==> src/rtl/mwb_pkg.sv <==
package mwb_pkg;
  typedef enum logic [1:0] {
    SZ_BYTE = 2'd0,
    SZ_HALF = 2'd1,
    SZ_WORD = 2'd2,
    SZ_RSVD = 2'd3
  } acc_size_e;

  typedef enum logic [1:0] {
    RG_NONE = 2'd0,
    RG_LEG  = 2'd1,
    RG_IDX  = 2'd2,
    RG_EXT  = 2'd3
  } region_e;

  localparam logic [31:0] ORDER_BIG    = 32'hBEBE_BEBE;
  localparam logic [31:0] ORDER_LITTLE = 32'h1E1E_1E1E;
endpackage

==> src/rtl/mwb_decode.sv <==
module mwb_decode
  import mwb_pkg::*;
#(
  parameter int ADDR_W   = 12,
  parameter int LEG_BASE = 'h400,
  parameter int LEG_SPAN = 'h20,
  parameter int IDX_BASE = 'h500,
  parameter int IDX_SPAN = 'h16,
  parameter int EXT_BASE = 'h600,
  parameter int EXT_SPAN = 8
) (
  input  logic [ADDR_W-1:0] addr,
  input  acc_size_e         size,
  input  logic              ext_en,
  output region_e           region,
  output logic [ADDR_W-1:0] off,
  output logic [2:0]        nsteps
);
  localparam logic [ADDR_W:0] LEG_LO = (ADDR_W+1)'(LEG_BASE);
  localparam logic [ADDR_W:0] LEG_HI = (ADDR_W+1)'(LEG_BASE + LEG_SPAN);
  localparam logic [ADDR_W:0] IDX_LO = (ADDR_W+1)'(IDX_BASE);
  localparam logic [ADDR_W:0] IDX_HI = (ADDR_W+1)'(IDX_BASE + IDX_SPAN);
  localparam logic [ADDR_W:0] EXT_LO = (ADDR_W+1)'(EXT_BASE);
  localparam logic [ADDR_W:0] EXT_HI = (ADDR_W+1)'(EXT_BASE + EXT_SPAN);

  logic [ADDR_W:0] a;
  assign a = {1'b0, addr};

  always_comb begin
    region = RG_NONE;
    off    = '0;
    nsteps = 3'd0;
    if (size != SZ_RSVD) begin
      if (a >= LEG_LO && a < LEG_HI) begin
        region = RG_LEG;
        off    = addr - ADDR_W'(LEG_BASE);
        case (size)
          SZ_BYTE: nsteps = 3'd1;
          SZ_HALF: nsteps = 3'd2;
          default: nsteps = 3'd4;
        endcase
      end else if (a >= IDX_LO && a < IDX_HI) begin
        region = RG_IDX;
        off    = addr - ADDR_W'(IDX_BASE);
        nsteps = (size == SZ_WORD) ? 3'd4 : 3'd2;
      end else if (ext_en && a >= EXT_LO && a < EXT_HI) begin
        region = RG_EXT;
        off    = addr - ADDR_W'(EXT_BASE);
      end
    end
  end
endmodule

==> src/rtl/mwb_ext_bank.sv <==
module mwb_ext_bank
  import mwb_pkg::*;
#(
  parameter int EXT_SPAN = 8,
  localparam int OFF_W = $clog2(EXT_SPAN),
  localparam logic [OFF_W-1:0] SLOT_SIZE  = OFF_W'(0),
  localparam logic [OFF_W-1:0] SLOT_ORDER = OFF_W'(4)
) (
  input  logic             clk,
  input  logic             rst,
  input  logic [OFF_W-1:0] off,
  input  logic             size_ok,
  input  logic             we,
  input  logic [31:0]      wdata,
  output logic [31:0]      rdata,
  output logic             big_endian
);
  logic big_q;
  assign big_endian = big_q;

  always_comb begin
    rdata = '0;
    if (size_ok) begin
      if (off == SLOT_SIZE)       rdata = 32'(EXT_SPAN);
      else if (off == SLOT_ORDER) rdata = big_q ? ORDER_BIG : ORDER_LITTLE;
    end
  end

  always_ff @(posedge clk) begin
    if (rst) begin
      big_q <= 1'b0;
    end else if (we && size_ok && off == SLOT_ORDER) begin
      if (wdata == ORDER_BIG)         big_q <= 1'b1;
      else if (wdata == ORDER_LITTLE) big_q <= 1'b0;
    end
  end

  // the flag moves only after a full-word write to the order slot
  a_r8_flag_only_on_order_write: assert property (@(posedge clk) disable iff (rst)
    !$stable(big_q) |-> $past(we && size_ok && off == SLOT_ORDER));
  // a big-endian magic write is honoured
  a_r8_big_magic_sets: assert property (@(posedge clk) disable iff (rst)
    (we && size_ok && off == SLOT_ORDER && wdata == ORDER_BIG) |=> big_q);
endmodule

==> src/rtl/mwb_seq.sv <==
module mwb_seq
  import mwb_pkg::*;
#(
  parameter int ADDR_W    = 12,
  parameter int PORT_W    = 10,
  parameter int PORT_BASE = 'h3C0,
  parameter int IX_W      = 16
) (
  input  logic              clk,
  input  logic              rst,
  input  logic              req_valid,
  input  logic              req_write,
  input  logic [31:0]       req_wdata,
  input  region_e           region,
  input  logic [ADDR_W-1:0] off,
  input  logic [2:0]        nsteps,
  input  logic [31:0]       ext_rdata,
  output logic              ext_we,
  output logic              req_ready,
  output logic [31:0]       req_rdata,
  output logic              port_en,
  output logic              port_we,
  output logic [PORT_W-1:0] port_addr,
  output logic [7:0]        port_wdata,
  input  logic [7:0]        port_rdata,
  output logic              ix_en,
  output logic              ix_sel,
  output logic              ix_we,
  output logic [IX_W-1:0]   ix_wdata,
  input  logic [IX_W-1:0]   ix_rdata
);
  typedef enum logic [1:0] {S_IDLE, S_ISSUE, S_WAIT} state_e;

  state_e            st;
  logic              wr_q;
  logic [31:0]       wdata_q;
  region_e           region_q;
  logic [ADDR_W-1:0] off_q;
  logic [2:0]        nsteps_q;
  logic [2:0]        step_q;
  logic [31:0]       acc_q, acc_nx;
  logic              accept, last_step;

  assign accept    = (st == S_IDLE) && req_valid && !req_ready;
  assign ext_we    = accept && req_write && (region == RG_EXT);
  assign last_step = (step_q == nsteps_q - 3'd1);

  always_comb begin
    acc_nx = acc_q;
    if (!wr_q) begin
      if (region_q == RG_LEG)
        acc_nx[{step_q[1:0], 3'b000} +: 8] = port_rdata;
      else if (region_q == RG_IDX && step_q[0])
        acc_nx[{step_q[1], 4'b0000} +: 16] = ix_rdata;
    end
  end

  always_ff @(posedge clk) begin
    if (rst) begin
      st         <= S_IDLE;
      wr_q       <= 1'b0;
      wdata_q    <= '0;
      region_q   <= RG_NONE;
      off_q      <= '0;
      nsteps_q   <= '0;
      step_q     <= '0;
      acc_q      <= '0;
      req_ready  <= 1'b0;
      req_rdata  <= '0;
      port_en    <= 1'b0;
      port_we    <= 1'b0;
      port_addr  <= '0;
      port_wdata <= '0;
      ix_en      <= 1'b0;
      ix_sel     <= 1'b0;
      ix_we      <= 1'b0;
      ix_wdata   <= '0;
    end else begin
      req_ready <= 1'b0;
      port_en   <= 1'b0;
      ix_en     <= 1'b0;
      case (st)
        S_IDLE: begin
          if (accept) begin
            if (region == RG_LEG || region == RG_IDX) begin
              wr_q     <= req_write;
              wdata_q  <= req_wdata;
              region_q <= region;
              off_q    <= off;
              nsteps_q <= nsteps;
              step_q   <= '0;
              acc_q    <= '0;
              st       <= S_ISSUE;
            end else begin
              req_ready <= 1'b1;
              req_rdata <= (region == RG_EXT && !req_write) ? ext_rdata : '0;
            end
          end
        end
        S_ISSUE: begin
          if (region_q == RG_LEG) begin
            port_en    <= 1'b1;
            port_we    <= wr_q;
            port_addr  <= PORT_W'(PORT_BASE) + PORT_W'(off_q) + PORT_W'(step_q);
            port_wdata <= wdata_q[{step_q[1:0], 3'b000} +: 8];
          end else begin
            ix_en <= 1'b1;
            if (!step_q[0]) begin
              ix_sel   <= 1'b0;
              ix_we    <= 1'b1;
              ix_wdata <= IX_W'(off_q >> 1) + IX_W'(step_q[1]);
            end else begin
              ix_sel   <= 1'b1;
              ix_we    <= wr_q;
              ix_wdata <= wdata_q[{step_q[1], 4'b0000} +: 16];
            end
          end
          st <= S_WAIT;
        end
        default: begin
          acc_q <= acc_nx;
          if (last_step) begin
            req_ready <= 1'b1;
            req_rdata <= acc_nx;
            st        <= S_IDLE;
          end else begin
            step_q <= step_q + 3'd1;
            st     <= S_ISSUE;
          end
        end
      endcase
    end
  end

  // completion is a single-cycle pulse
  a_r12_ready_pulse: assert property (@(posedge clk) disable iff (rst)
    req_ready |=> !req_ready);
  // the two downstream buses never operate together
  a_r12_one_bus: assert property (@(posedge clk) disable iff (rst)
    !(port_en && ix_en));
  // each port strobe lasts one cycle
  a_r12_port_strobe_once: assert property (@(posedge clk) disable iff (rst)
    port_en |=> !port_en);
  // a data-register operation always follows an index load
  a_r5_index_before_data: assert property (@(posedge clk) disable iff (rst)
    (ix_en && ix_sel) |-> $past(ix_en && !ix_sel, 2));
  // port operations within one access climb by one address
  a_r4_ports_ascend: assert property (@(posedge clk) disable iff (rst)
    (port_en && $past(port_en, 2)) |-> port_addr == $past(port_addr, 2) + PORT_W'(1));
endmodule

==> src/rtl/mmio_window_bridge.sv <==
module mmio_window_bridge
  import mwb_pkg::*;
#(
  parameter int ADDR_W    = 12,
  parameter int LEG_BASE  = 'h400,
  parameter int LEG_SPAN  = 'h20,
  parameter int IDX_BASE  = 'h500,
  parameter int IDX_SPAN  = 'h16,
  parameter int EXT_BASE  = 'h600,
  parameter int EXT_SPAN  = 8,
  parameter int PORT_W    = 10,
  parameter int PORT_BASE = 'h3C0,
  parameter int IX_W      = 16,
  parameter int REV_PLAIN = 1,
  parameter int REV_EXT   = 2
) (
  input  logic              clk,
  input  logic              rst,
  input  logic              ext_en,
  input  logic              req_valid,
  input  logic              req_write,
  input  logic [ADDR_W-1:0] req_addr,
  input  logic [1:0]        req_size,
  input  logic [31:0]       req_wdata,
  output logic              req_ready,
  output logic [31:0]       req_rdata,
  output logic              port_en,
  output logic              port_we,
  output logic [PORT_W-1:0] port_addr,
  output logic [7:0]        port_wdata,
  input  logic [7:0]        port_rdata,
  output logic              ix_en,
  output logic              ix_sel,
  output logic              ix_we,
  output logic [IX_W-1:0]   ix_wdata,
  input  logic [IX_W-1:0]   ix_rdata,
  output logic              fb_big_endian,
  output logic [7:0]        rev_id
);
  localparam int EXT_OFF_W = $clog2(EXT_SPAN);

  region_e           region;
  logic [ADDR_W-1:0] off;
  logic [2:0]        nsteps;
  logic [31:0]       ext_rdata;
  logic              ext_we;
  acc_size_e         size_e;

  assign size_e = acc_size_e'(req_size);

  mwb_decode #(
    .ADDR_W(ADDR_W), .LEG_BASE(LEG_BASE), .LEG_SPAN(LEG_SPAN),
    .IDX_BASE(IDX_BASE), .IDX_SPAN(IDX_SPAN),
    .EXT_BASE(EXT_BASE), .EXT_SPAN(EXT_SPAN)
  ) u_decode (
    .addr(req_addr), .size(size_e), .ext_en(ext_en),
    .region(region), .off(off), .nsteps(nsteps)
  );

  mwb_ext_bank #(.EXT_SPAN(EXT_SPAN)) u_ext (
    .clk(clk), .rst(rst),
    .off(off[EXT_OFF_W-1:0]),
    .size_ok(size_e == SZ_WORD),
    .we(ext_we), .wdata(req_wdata),
    .rdata(ext_rdata), .big_endian(fb_big_endian)
  );

  mwb_seq #(
    .ADDR_W(ADDR_W), .PORT_W(PORT_W), .PORT_BASE(PORT_BASE), .IX_W(IX_W)
  ) u_seq (
    .clk(clk), .rst(rst),
    .req_valid(req_valid), .req_write(req_write), .req_wdata(req_wdata),
    .region(region), .off(off), .nsteps(nsteps),
    .ext_rdata(ext_rdata), .ext_we(ext_we),
    .req_ready(req_ready), .req_rdata(req_rdata),
    .port_en(port_en), .port_we(port_we), .port_addr(port_addr),
    .port_wdata(port_wdata), .port_rdata(port_rdata),
    .ix_en(ix_en), .ix_sel(ix_sel), .ix_we(ix_we),
    .ix_wdata(ix_wdata), .ix_rdata(ix_rdata)
  );

  always_ff @(posedge clk) begin
    if (rst) rev_id <= 8'(REV_PLAIN);
    else     rev_id <= ext_en ? 8'(REV_EXT) : 8'(REV_PLAIN);
  end

  // revision follows the extension enable one cycle later
  a_r11_rev_tracks_enable: assert property (@(posedge clk) disable iff (rst)
    $past(ext_en) |-> rev_id == 8'(REV_EXT));
  // no downstream activity while the host has nothing pending
  a_r10_quiet_without_request: assert property (@(posedge clk) disable iff (rst)
    ($past(!req_valid, 1) && $past(!req_valid, 2) && $past(!req_valid, 3)) |-> !(port_en || ix_en));
endmodule

==> config.mk <==
export PLATFORM = sky130hd
export DESIGN_NAME = mmio_window_bridge
export DESIGN_NICKNAME = d
export VERILOG_FILES = /design/src/rtl/mwb_pkg.sv /design/src/rtl/mwb_decode.sv /design/src/rtl/mwb_ext_bank.sv /design/src/rtl/mwb_seq.sv /design/src/rtl/mmio_window_bridge.sv
export SDC_FILE = /design/constraint.sdc
export NUM_CORES = 1
export LEC_CHECK = 0
export BUFFER_PORTS_ARGS = -buffer_cell sky130_fd_sc_hd__buf_2
export CAP_MARGIN = 10
export CORE_UTILIZATION = 50
export DETAILED_ROUTE_END_ITERATION = 16
export GPL_ROUTABILITY_DRIVEN = 1
export PLACE_DENSITY = 0.76
export REMOVE_ABC_BUFFERS = 1
export SLEW_MARGIN = 20
export SYNTH_ARGS = -nofsm -noshare
export SYNTH_HDL_FRONTEND = slang
export SYNTH_SLANG_ARGS = --single-unit
export TNS_END_PERCENT = 1
==> constraint.sdc <==
create_clock -name clk -period 3.5 [get_ports clk]
set_clock_uncertainty 0.1 [all_clocks]
set_input_delay 0.35 -clock clk [delete_from_list [all_inputs] [get_ports clk]]
set_output_delay 0.35 -clock clk [all_outputs]
set_load 0.02 [all_outputs]
After elaboration in Yosys (flattened, before gate mapping)
Index checks and enable logic that the tools add are counted.
- add/sub/neg operators: 10
- order comparisons: 6
- equality and inequality tests: 17
- shift operators: 6
- multiplexer cells: 50
- bitwise operators: 2
- reductions and logical operators: 29
- operator list (kind ; count):
    two-way mux 32 bit ; 13
    case mux 32 bit (2 select lines) ; 2
    bitwise mux 32 bit ; 2
    two-way mux 12 bit ; 4
    >= comparator 12 x 11 -> 1 bit (second input constant) ; 3
    less-than comparator 12 x 11 -> 1 bit (second input constant) ; 3
    subtractor 12 x 11 -> 12 bit (second input constant) ; 3
    equality test 32 x 29 -> 1 bit (second input constant) ; 1
    equality test 32 bit (second input constant) ; 1
    variable shift 16 x 7 -> 32 bit (first input constant) ; 1
    variable shift 8 x 7 -> 32 bit (first input constant) ; 1
    variable part select 16 x 7 -> 32 bit ; 1
    variable part select 32 x 6 -> 16 bit ; 1
    variable part select 32 x 6 -> 8 bit ; 1
    variable part select 8 x 7 -> 32 bit ; 1
    two-way mux 3 bit ; 7
    two-way mux 16 bit ; 1
    two-way mux 2 bit ; 7
    negator 5 -> 7 bit ; 2
    adder 11 x 1 -> 12 bit ; 1
    logical AND 1 bit ; 12
    case mux 3 bit (2 select lines) ; 2
    adder 10 bit (first input constant) ; 1
    adder 10 x 3 -> 10 bit ; 1
    other kinds (21) ; 48
- register bits: 168
- bits of input ports: 75
- output and inout bits: 81
- word-level logic and storage cells: 140

Depth between registers and ports, before layout
Gate-level depths: netlist of run 1.
- depth in word-level cells: 15
- mapped depth: 15
- depth with buffers taken out: 13

By module
Synthesis of run 1 repeated with hierarchy kept, for this count alone.
- cells, all modules: 1086
- area total of the unflattened synthesis: 9067.4 um2
- modules (own cells, without submodules) (module ; instances ; cells an instance ; area each (um2) ; seq. area each (um2)):
    mwb_seq ; 1 ; 948 ; 7948.9 ; 3183.1
    mwb_decode ; 1 ; 73 ; 598.1 ; 0.0
    mwb_ext_bank ; 1 ; 53 ; 412.9 ; 20.0
    mmio_window_bridge ; 1 ; 12 ; 107.6 ; 40.0

Worst setup path after synthesis of run 1
Ideal clock, no wire load.
- path kind: input to register
- from: in req_addr[5]
- to: reg u_seq.off_q[9]
- library setup time: 0.079 ns
- arrival: 3.302 ns
- data required time: 3.321 ns
- path slack: 0.018 ns
- stages: 13
- buffers on the path: 3
- cells stage by stage: or3_1 -> clkbuf_1 -> o41a_1 -> nor3_4 -> a21oi_1 -> a21oi_1 -> ha_1 -> and2_1 -> clkbuf_1 -> nor2_1 -> clkbuf_1 -> nand2_1 -> a22oi_1
- longest elaborated chain between the ends: 10
- elaborated cells between the ends (all ways): 25
- classes of those cells: 3 x add/sub; 6 x order compare; 2 x eq/ne; 8 x mux; 6 x reduce/logical
- ends and longest elaborated chain (element ; RTL line ; RTL):
    from (decl) ; mmio_window_bridge.sv:22 ; input logic [ADDR_W-1:0] req_addr,
    >= comparator 12 x 11 -> 1 bit ; mwb_decode.sv:46 ; end else if (ext_en && a >= EXT_LO && a < EXT_HI) begin
    logical AND 1 bit (2 in series) ; mwb_decode.sv:46 ;
    two-way mux 2 bit ; mwb_decode.sv:46 ;
    two-way mux 2 bit ; mwb_decode.sv:42 ; end else if (a >= IDX_LO && a < IDX_HI) begin
    two-way mux 2 bit (*) ; mwb_decode.sv:34 ; if (a >= LEG_LO && a < LEG_HI) begin
    two-way mux 2 bit (*) ; mwb_decode.sv:33 ; if (size != SZ_RSVD) begin
    net region[0] ; mmio_window_bridge.sv:42 ; region_e region;
    equality test 2 x 1 -> 1 bit / equality test 2 bit (equally long branches) ; mwb_seq.sv:85 ; if (region == RG_LEG || region == RG_IDX) begin
    logical OR 1 bit (*) ; mwb_seq.sv:85 ;
    AND reduction 3 bit (no source line) (*) ; n/a ;
    to (signal assigned) ; mwb_seq.sv:64 ; off_q <= '0;
    to (signal assigned) ; mwb_seq.sv:89 ; off_q <= off;
    to (decl) ; mwb_seq.sv:38 ; logic [ADDR_W-1:0] off_q;
The timed path passes the listed nets; every way through them passes the cells marked *.
A chain may end at the register's enable or synchronous reset.

Worst setup path in the final report of run 1
- from: in req_addr[0]
- to: reg u_seq.req_rdata[3]
- elaborated cells between the ends (all ways): 37
- classes of those cells: 3 x add/sub; 6 x order compare; 5 x eq/ne; 15 x mux; 8 x reduce/logical
- RTL lines (element ; RTL line ; RTL):
    >= comparator 12 x 11 -> 1 bit ; mwb_decode.sv:46 ;
    logical AND 1 bit (2 in series) ; mwb_decode.sv:46 ;
    two-way mux 2 bit ; mwb_decode.sv:46 ;
    two-way mux 2 bit ; mwb_decode.sv:42 ;
    two-way mux 2 bit (*) ; mwb_decode.sv:34 ;
    two-way mux 2 bit (*) ; mwb_decode.sv:33 ;
    net region[1] ; mmio_window_bridge.sv:42 ;
    equality test 2 bit ; mwb_seq.sv:96 ; req_rdata <= (region == RG_EXT && !req_write) ? ext_rdata : '0;
    logical AND 1 bit ; mwb_seq.sv:96 ;
    two-way mux 32 bit ; mwb_seq.sv:96 ;
    two-way mux 32 bit ; mwb_seq.sv:85 ;
    two-way mux 32 bit ; mwb_seq.sv:84 ; if (accept) begin
    case mux 32 bit (2 select lines) ; mwb_seq.sv:82 ; case (st)
    to (signal assigned) ; mwb_seq.sv:96 ;
    to (signal assigned) ; mwb_seq.sv:124 ; req_rdata <= acc_nx;
    to (decl) ; mwb_seq.sv:20 ; output logic [31:0] req_rdata,
The timed path passes the listed nets; every way through them passes the cells marked *. The select of a mux whose other input is x is not followed.

==> results of run 1 <==
-- cells in the final DEF (no fill, tap or decap), types with 5 or more instances in the layout --
master     synthesis  routed
nand3_1           34      34
buf_2              2     148
o21ai_0           35      35
xnor2_1           10      10
a32o_1            15      15
a22o_1             7       7
nand4b_1           6       6
buf_4              7      47
o211ai_1           7       7
nand4_1            5       5
o22ai_1            8       8
and2_1            13      13
clkbuf_16          0      17
nor2b_1           15      15
xor2_1            10      10
a211oi_1          28      28
o41ai_1            5       5
nand2b_1           9       9
nor3_1             6       6
nand3b_1           5       5
a21oi_1          107     107
conb_1             1       6
and3_1             8       8
dfxtp_1          162     162
mux2i_1           23      23
nor2_1            81      81
a21o_1             5       5
inv_1             17      17
a32oi_1            8       8
a22oi_1           16      16
a221oi_1          18      18
ha_1              22      22
nand2_1          155     155
-- path summary, 6_finish.rpt --
kind | slack [ns] | to | start
max | 0.35 | u_seq.req_rdata[3] | req_addr[0]
min | 0.05 | u_seq.off_q[7] | req_addr[7]
max reg2reg | 0.38 | u_seq.req_rdata[1] | u_seq.step_q[1]
min reg2reg | 0.34 | u_seq.req_rdata[24] | u_seq.req_rdata[24]
-- synth_stat cells, types with 15 or more instances --
library cell / count
a32o_1: 15
nor2_1: 81
nand2_1: 155
mux2i_1: 23
a211oi_1: 28
a21oi_1: 107
clkbuf_1: 58
ha_1: 22
nand3_1: 34
a22oi_1: 16
o21ai_0: 35
a221oi_1: 18
dfxtp_1: 162
inv_1: 17
nor2b_1: 15
-- critical path: stages --
cell,delay (ns)
buf_2,0.10
or4_4,0.55
o41a_1,0.45
nor3_4,0.25
buf_4,0.16
nor2_2,0.03
nor2_1,0.11
ha_1,0.15
nand3b_1,0.09
or3_1,0.35
or4_2,0.55
a311oi_1,0.25
-- final cells by class --
class,count,area [um2]
Clock buffer,20,447
Sequential cell,162,3240
Fill cell,1403,6090
Multi-Input combinational cell,735,4490
Tap cell,216,270
Timing Repair Buffer,199,1170
Inverter,17,63.8
Clock inverter,11,106
-- cell families (layout without fill, tap and decap cells) --
| logic type | Yosys count | count (layout) | share of synthesized area (%) |
|---|---|---|---|
| and+or+nand+nor | 374 | 374 | 22.3 |
| muxes | 23 | 23 | 2.84 |
| DFF | 162 | 162 | 40.0 |
| adders and majority gates | 23 | 23 | 3.64 |
| other | 1 | 6 | 0.0462 |
| xor gates and xnor gates | 21 | 21 | 2.44 |
| AOI/OAI and AO/OA | 288 | 288 | 23.8 |
| buffers and inverters | 96 | 247 | 4.98 |
-- flip-flops by register name (all words and copies together), names as in the netlist --
| register | flops |
|---|---|
| u_seq.req_ready | 1 |
| u_seq.step_q | 3 |
| u_seq.off_q | 12 |
| u_seq.req_rdata | 32 |
| u_seq.port_addr | 10 |
| u_seq.wr_q | 1 |
| u_seq.region_q | 2 |
| u_seq.ix_en | 1 |
| u_seq.port_wdata | 8 |
| u_seq.ix_we | 1 |
| u_seq.st | 2 |
| u_seq.ix_wdata | 16 |
| u_seq.wdata_q | 32 |
| rev_id | 2 |
| u_seq.ix_sel | 1 |
| u_seq.port_en | 1 |
| u_seq.nsteps_q | 3 |
| u_seq.acc_q | 32 |
| u_seq.port_we | 1 |
| u_ext.big_endian | 1 |
-- routing by layer --
| metal | track usage (%) | wire length (um) | up-vias | share of wire (%) |
|---|---|---|---|---|
| met5 | 0 | 0 | - | 0 |
| met4 | 10.9 | 550 | 0 | 2.4 |
| met3 | 5.53 | 2090 | 45 | 9.0 |
| met2 | 42.9 | 10600 | 422 | 45 |
| met1 | 39.2 | 10100 | 3725 | 43 |
| li1 | - | - | 3854 | - |
-- metrics by stage --
stage	cells	setup slack, ns	cell area [um2]
after floorplan	914	-0.318	7790
after global placement	1329	-0.0161	9240
after detailed placement	1329	-0.0657	9240
after CTS	1360	0.360	9790
after global routing	1360	0.0781	9790
final	1360	0.350	9790
-- where the power goes --
group          switching, mW  internal (mW)
Combinational          0.328          0.192
Sequential            0.0332           1.89
Clock                  0.773          0.998
Total                   1.13           3.08
==> results.md, run 1 <==
- Worst slew margin: between 30 and 40%
- Gr usage total: between 20% and 30%
- Leakage: slightly below 4 nW
- Placer Congestion: 0.922
- CP Capture Type: register
- Seq/Total Area, Yosys: approximately 40%
- H-tree depth: 4
- Number of CTS-inserted buffers: 17
- Final Hold Vio Count: 0
- CTS root buf: clkbuf_16
- Final core utilization: 61.6%
- Mapped Avg Cell Area: roughly 8.2 um2
- Worst-skew pair later-pin latency: 0.43 ns
- Core area: around 0.016 mm2
- Critical Path RT: 3.74 ns
- Routed vias: 8,046
- Routed vias/inst: about 5.9
- Worst hold slack: between 0.04 and 0.05 ns
- # Post-CTS Setup Buffers: 0
- Seq cells post-synth: 162
- CP Class: in2reg
- Largest net degree at the start of global routing: between 50 and 60
- # IOs: 156
- Post-synthesis async set-or-reset flop share: 0%
- Initial antenna violation count: 0
- Minimum clock period: 3.15 ns
- Yosys top cell by area: dfxtp_1
- Final setup violation count: 0
- Die footprint: between 0.015 and 0.02 mm2
- Setup TNS: 0 ns
- Top cell type's share of synthesized area: 40.0%
- # rows: 46
- Synth Flop Type: dfxtp_1
- Post-synth EDFFs: 0
- Class of the worst hold path: in2reg
- Diode count: 0
- Num Clock Sinks: 162
- DP HPWL: approximately 16 mm
- DRT iter0 DRCs: approximately 730
- CTS resizes: 0
- Drt wl/cell: 17.2 um
- PwrDens: 431 mW/mm2
- Area grow syn2layout: 20.7%
- DRT antenna net count: 0
- Clock transition at the registers of the reported paths: 0.07 ns
- Worst reg2reg path depth: 7
- Layout cell share with drive strength beyond 1: between 20% and 30%
- CTS tree: built
- Setup crit start kind: input pin
- Die span in x: approximately 130 um
- Die height: 129 um
- Hold Crit Depth: 2
- CTS Buffer Depth: 2
- # DRC: 0
- Mapped Area: 0.00811 mm2
- Initial Utilization: 51.1%
- Final #Nets: around 1,200
- Max-slew violations: 0
- Total power: roughly 4.2 mW
- Yosys warns: 0
- Period Utilization, post-route: 90.0%
- Max Clock Freq: 0.317 GHz
- Vias in the first global route: 7,122
- First-pass GRT wire length: 36.7 mm
- Peak VDD IR: 0.000388 V
- Actual slew at the worst max-slew pin: 0.996 ns
- TritonRoute pass-1 iters: 5
- Port Buffers: 149
- Status: finished clean
- Crit-path max FO: 4
- RSZ-0062 raised after global routing: false
- Arr. time, crit path: 3.39 ns
- Syn Inst Count: around 990
- Max-Cap Viols: 0
- Total global routing overflow: 0
- Ranking of synthesized cells by area: dfxtp_1 (40%), nand2_1 (7.2%), a21oi_1 (6.6%)
- Cts hold-fix bufs: 0
- Number of library cell types mapped by synthesis: 74
- Detailed Route WL: 23.3 mm
(Power assumes the default switching activity.)
==> inputs of run 2 (changes only) <==
- CORE_MARGIN: unset -> 1
- CORE_UTILIZATION: 50 -> 51
- SYNTH_HIERARCHICAL: unset -> 1
==> results.md, run 2 <==
- RSZ-0062 raised after global routing: false
- Mapped Area: 0.00907 mm2
- Leakage: 4.05 nW
- CTS resizes: 0
- Synth top cells by count: nand2_1 (178), dfxtp_1 (162), a21oi_1 (136)
- Syn Inst Count: around 1,100
- Worst-skew pair later-pin latency: 0.44 ns
- Final #Nets: between 1,000 and 1,500
- Core area: 0.0174 mm2
- Die height: 135 um
- Placed insts: around 1,400
- Detailed Route WL: 23.8 mm
- Routed vias/inst: 5.75
- Initial Utilization: 52.2%
- Initial antenna violation count: 0
- DRT antenna net count: 0
- R2r setup slk: 0.72 ns
- Yosys warns: 6
- Most common cell in the netlist: nand2_1
- Largest regs: u_seq/acc_q: 32 flops, u_seq/req_rdata: 32 flops, u_seq/wdata_q: 32 flops
- Status: finished clean
- CP Class: in2reg
- Minimum clock period: 2.93 ns
- # rows: 48
- CTS tree: built
- Total global routing overflow: 0
- Gr usage total: 26.2%
- Die footprint: 0.0183 mm2
- Yosys top cell by area: dfxtp_1
- # Post-CTS Setup Buffers: 0
- Largest net degree at the start of global routing: just under 70
- Crit-path max FO: 40
- First-pass GRT wire length: 37.6 mm
- # IOs: 156
- TritonRoute pass-1 iters: 5
- Cts hold-fix bufs: 0
- Synth Flop Type: dfxtp_1
- Setup crit start kind: input pin
- PwrDens: 458 mW/mm2
- Hold path start: ext_en
- Max Clock Freq: between 0.3 and 0.4 GHz
- Critical Path RT: approximately 3.7 ns
- Most frequent cells in the layout: nand2_1 (178), dfxtp_1 (161), buf_2 (148)
- DRT iter0 DRCs: 920
- RR Startpoint: u_seq/step_q[1]
- Number of library cell types mapped by synthesis: 85
- CTS Buffer Depth: 2
- Routed vias: just over 8,000
- Layout cell share with drive strength beyond 1: between 20% and 30%
- Diode count: 0
- Ranking of synthesized cells by area: dfxtp_1 (36%), a21oi_1 (7.5%), nand2_1 (7.4%)
- Area grow syn2layout: 13.7%
- Mapped Avg Cell Area: 8.35 um2
- Period Utilization, post-route: 83.6%
- Number of CTS-inserted buffers: 17
- Seq cells post-synth: around 160
- Final Hold Vio Count: 0
- Worst slew margin: 42.8%
- H-tree depth: 4
- Class of the worst hold path: in2reg
- # DRC: 0
- Placer Congestion: about 0.86
- Actual slew at the worst max-slew pin: 0.856 ns
- Total power: 4.72 mW
- Worst reg2reg path depth: 7
- Max-slew violations: 0
- RR Endpoint: u_seq/req_rdata[21]
- Vias in the first global route: 7,495
- Clock transition at the registers of the reported paths: approximately 0.070 ns
- Arr. time, crit path: 3.14 ns
- CTS root buf: clkbuf_16
- Port Buffers: around 150
- CP Capture Type: register
- Top cell type's share of synthesized area: 35.8%
- Peak VDD IR: 0.000361 V
- Post-synth EDFFs: 0
- Worst Hold End: rev_id[0]
- Final Non-Filler Cells: 1,411
- Drt wl/cell: 16.8 um
- Final setup violation count: 0
- Worst hold slack: 0.00920 ns
- Max-Cap Viols: 0
- DP HPWL: 16.2 mm
- Commonest non-fill, non-tap cell in the layout: nand2_1
- Num Clock Sinks: 162
- Post-synthesis async set-or-reset flop share: 0%
- Seq/Total Area, Yosys: a little over a third
- Hold Crit Depth: 2
- Die span in x: 135 um
## run 2: changes by cell type after synthesis, sizes merged, moves of 20 or more
| cell | change |
|---|---|
| a21oi | +32 |
| buf | +58 |
| clkbuf | -20 |
| nand2 | +24 |
| nor3 | +32 |
| o21ai | -23 |
| o221ai | +24 |
| or3 | +26 |
## run 2: worst max-delay path by stage
stage	from	cells past startpoint	slack, ns	to
floorplan	u_seq/step_q[0]	5	-0.19	u_seq/req_rdata[26]
global placement	req_addr[0]	10	0.22	u_seq/req_rdata[31]
detailed placement	req_addr[6]	10	0.17	u_seq/req_rdata[31]
CTS	req_addr[6]	10	0.61	u_seq/req_rdata[31]
global route	req_addr[9]	12	0.36	u_seq/req_rdata[10]
finish	req_addr[9]	15	0.57	u_seq/acc_q[10]
## run 2: layout make-up
cell class | count | area [um2]
inverters | 34 | 128
well taps | 225 | 282
multi-input cells | 785 | 5010
repair buffers | 173 | 1010
flip-flops and latches | 162 | 3240
fillers | 1527 | 7050
clock buffers | 17 | 425
clock inverters | 15 | 210
## run 2: layer usage
layer	wire [um]	track usage, %
met5	0	0
met1	10900	36.0
met2	10800	40.2
met4	588	10.7
met3	1450	4.94
## run 2: where the power goes
group | internal, mW | switching (mW)
Clock | 1.04 | 0.907
Combinational | 0.272 | 0.515
Sequential | 1.93 | 0.0553
Total | 3.24 | 1.48
## run 2: logic make-up after synthesis
logic type | Yosys count | synth area share, %
and+or+nand+nor | 452 | 26.1
AOI/OAI and AO/OA | 254 | 20.7
buffers and inverters | 151 | 9.66
adders and majority gates | 23 | 3.26
other | 2 | 0.0828
DFF | 162 | 35.8
muxes | 18 | 2.03
xor gates and xnor gates | 24 | 2.47
## run 2: worst max-delay path, stage by stage
cell and delay, ns:
buf_2 0.14, inv_1 0.12, ha_1 0.17, or3b_2 0.48, o41ai_4 0.26, nand2_2 0.18
nand2_1 0.09, a21oi_1 0.06, ha_1 0.40, and2_2 0.21, buf_12 0.20, a21oi_1 0.06
buf_4 0.17, a21oi_1 0.16, nor2_1 0.05
## run 2: metrics by stage
step           worst slack [ns]  TNS [ns]  util, %  area (um2)
2_1_floorplan            -0.193     -6.31        -        8360
3_3_place_gp              0.221         0     55.6        9660
3_5_place_dp              0.173         0     55.7        9670
4_1_cts                   0.615         0     59.4       10300
5_1_grt                   0.364         0     59.4       10300
6_report                  0.574         0     59.4       10300
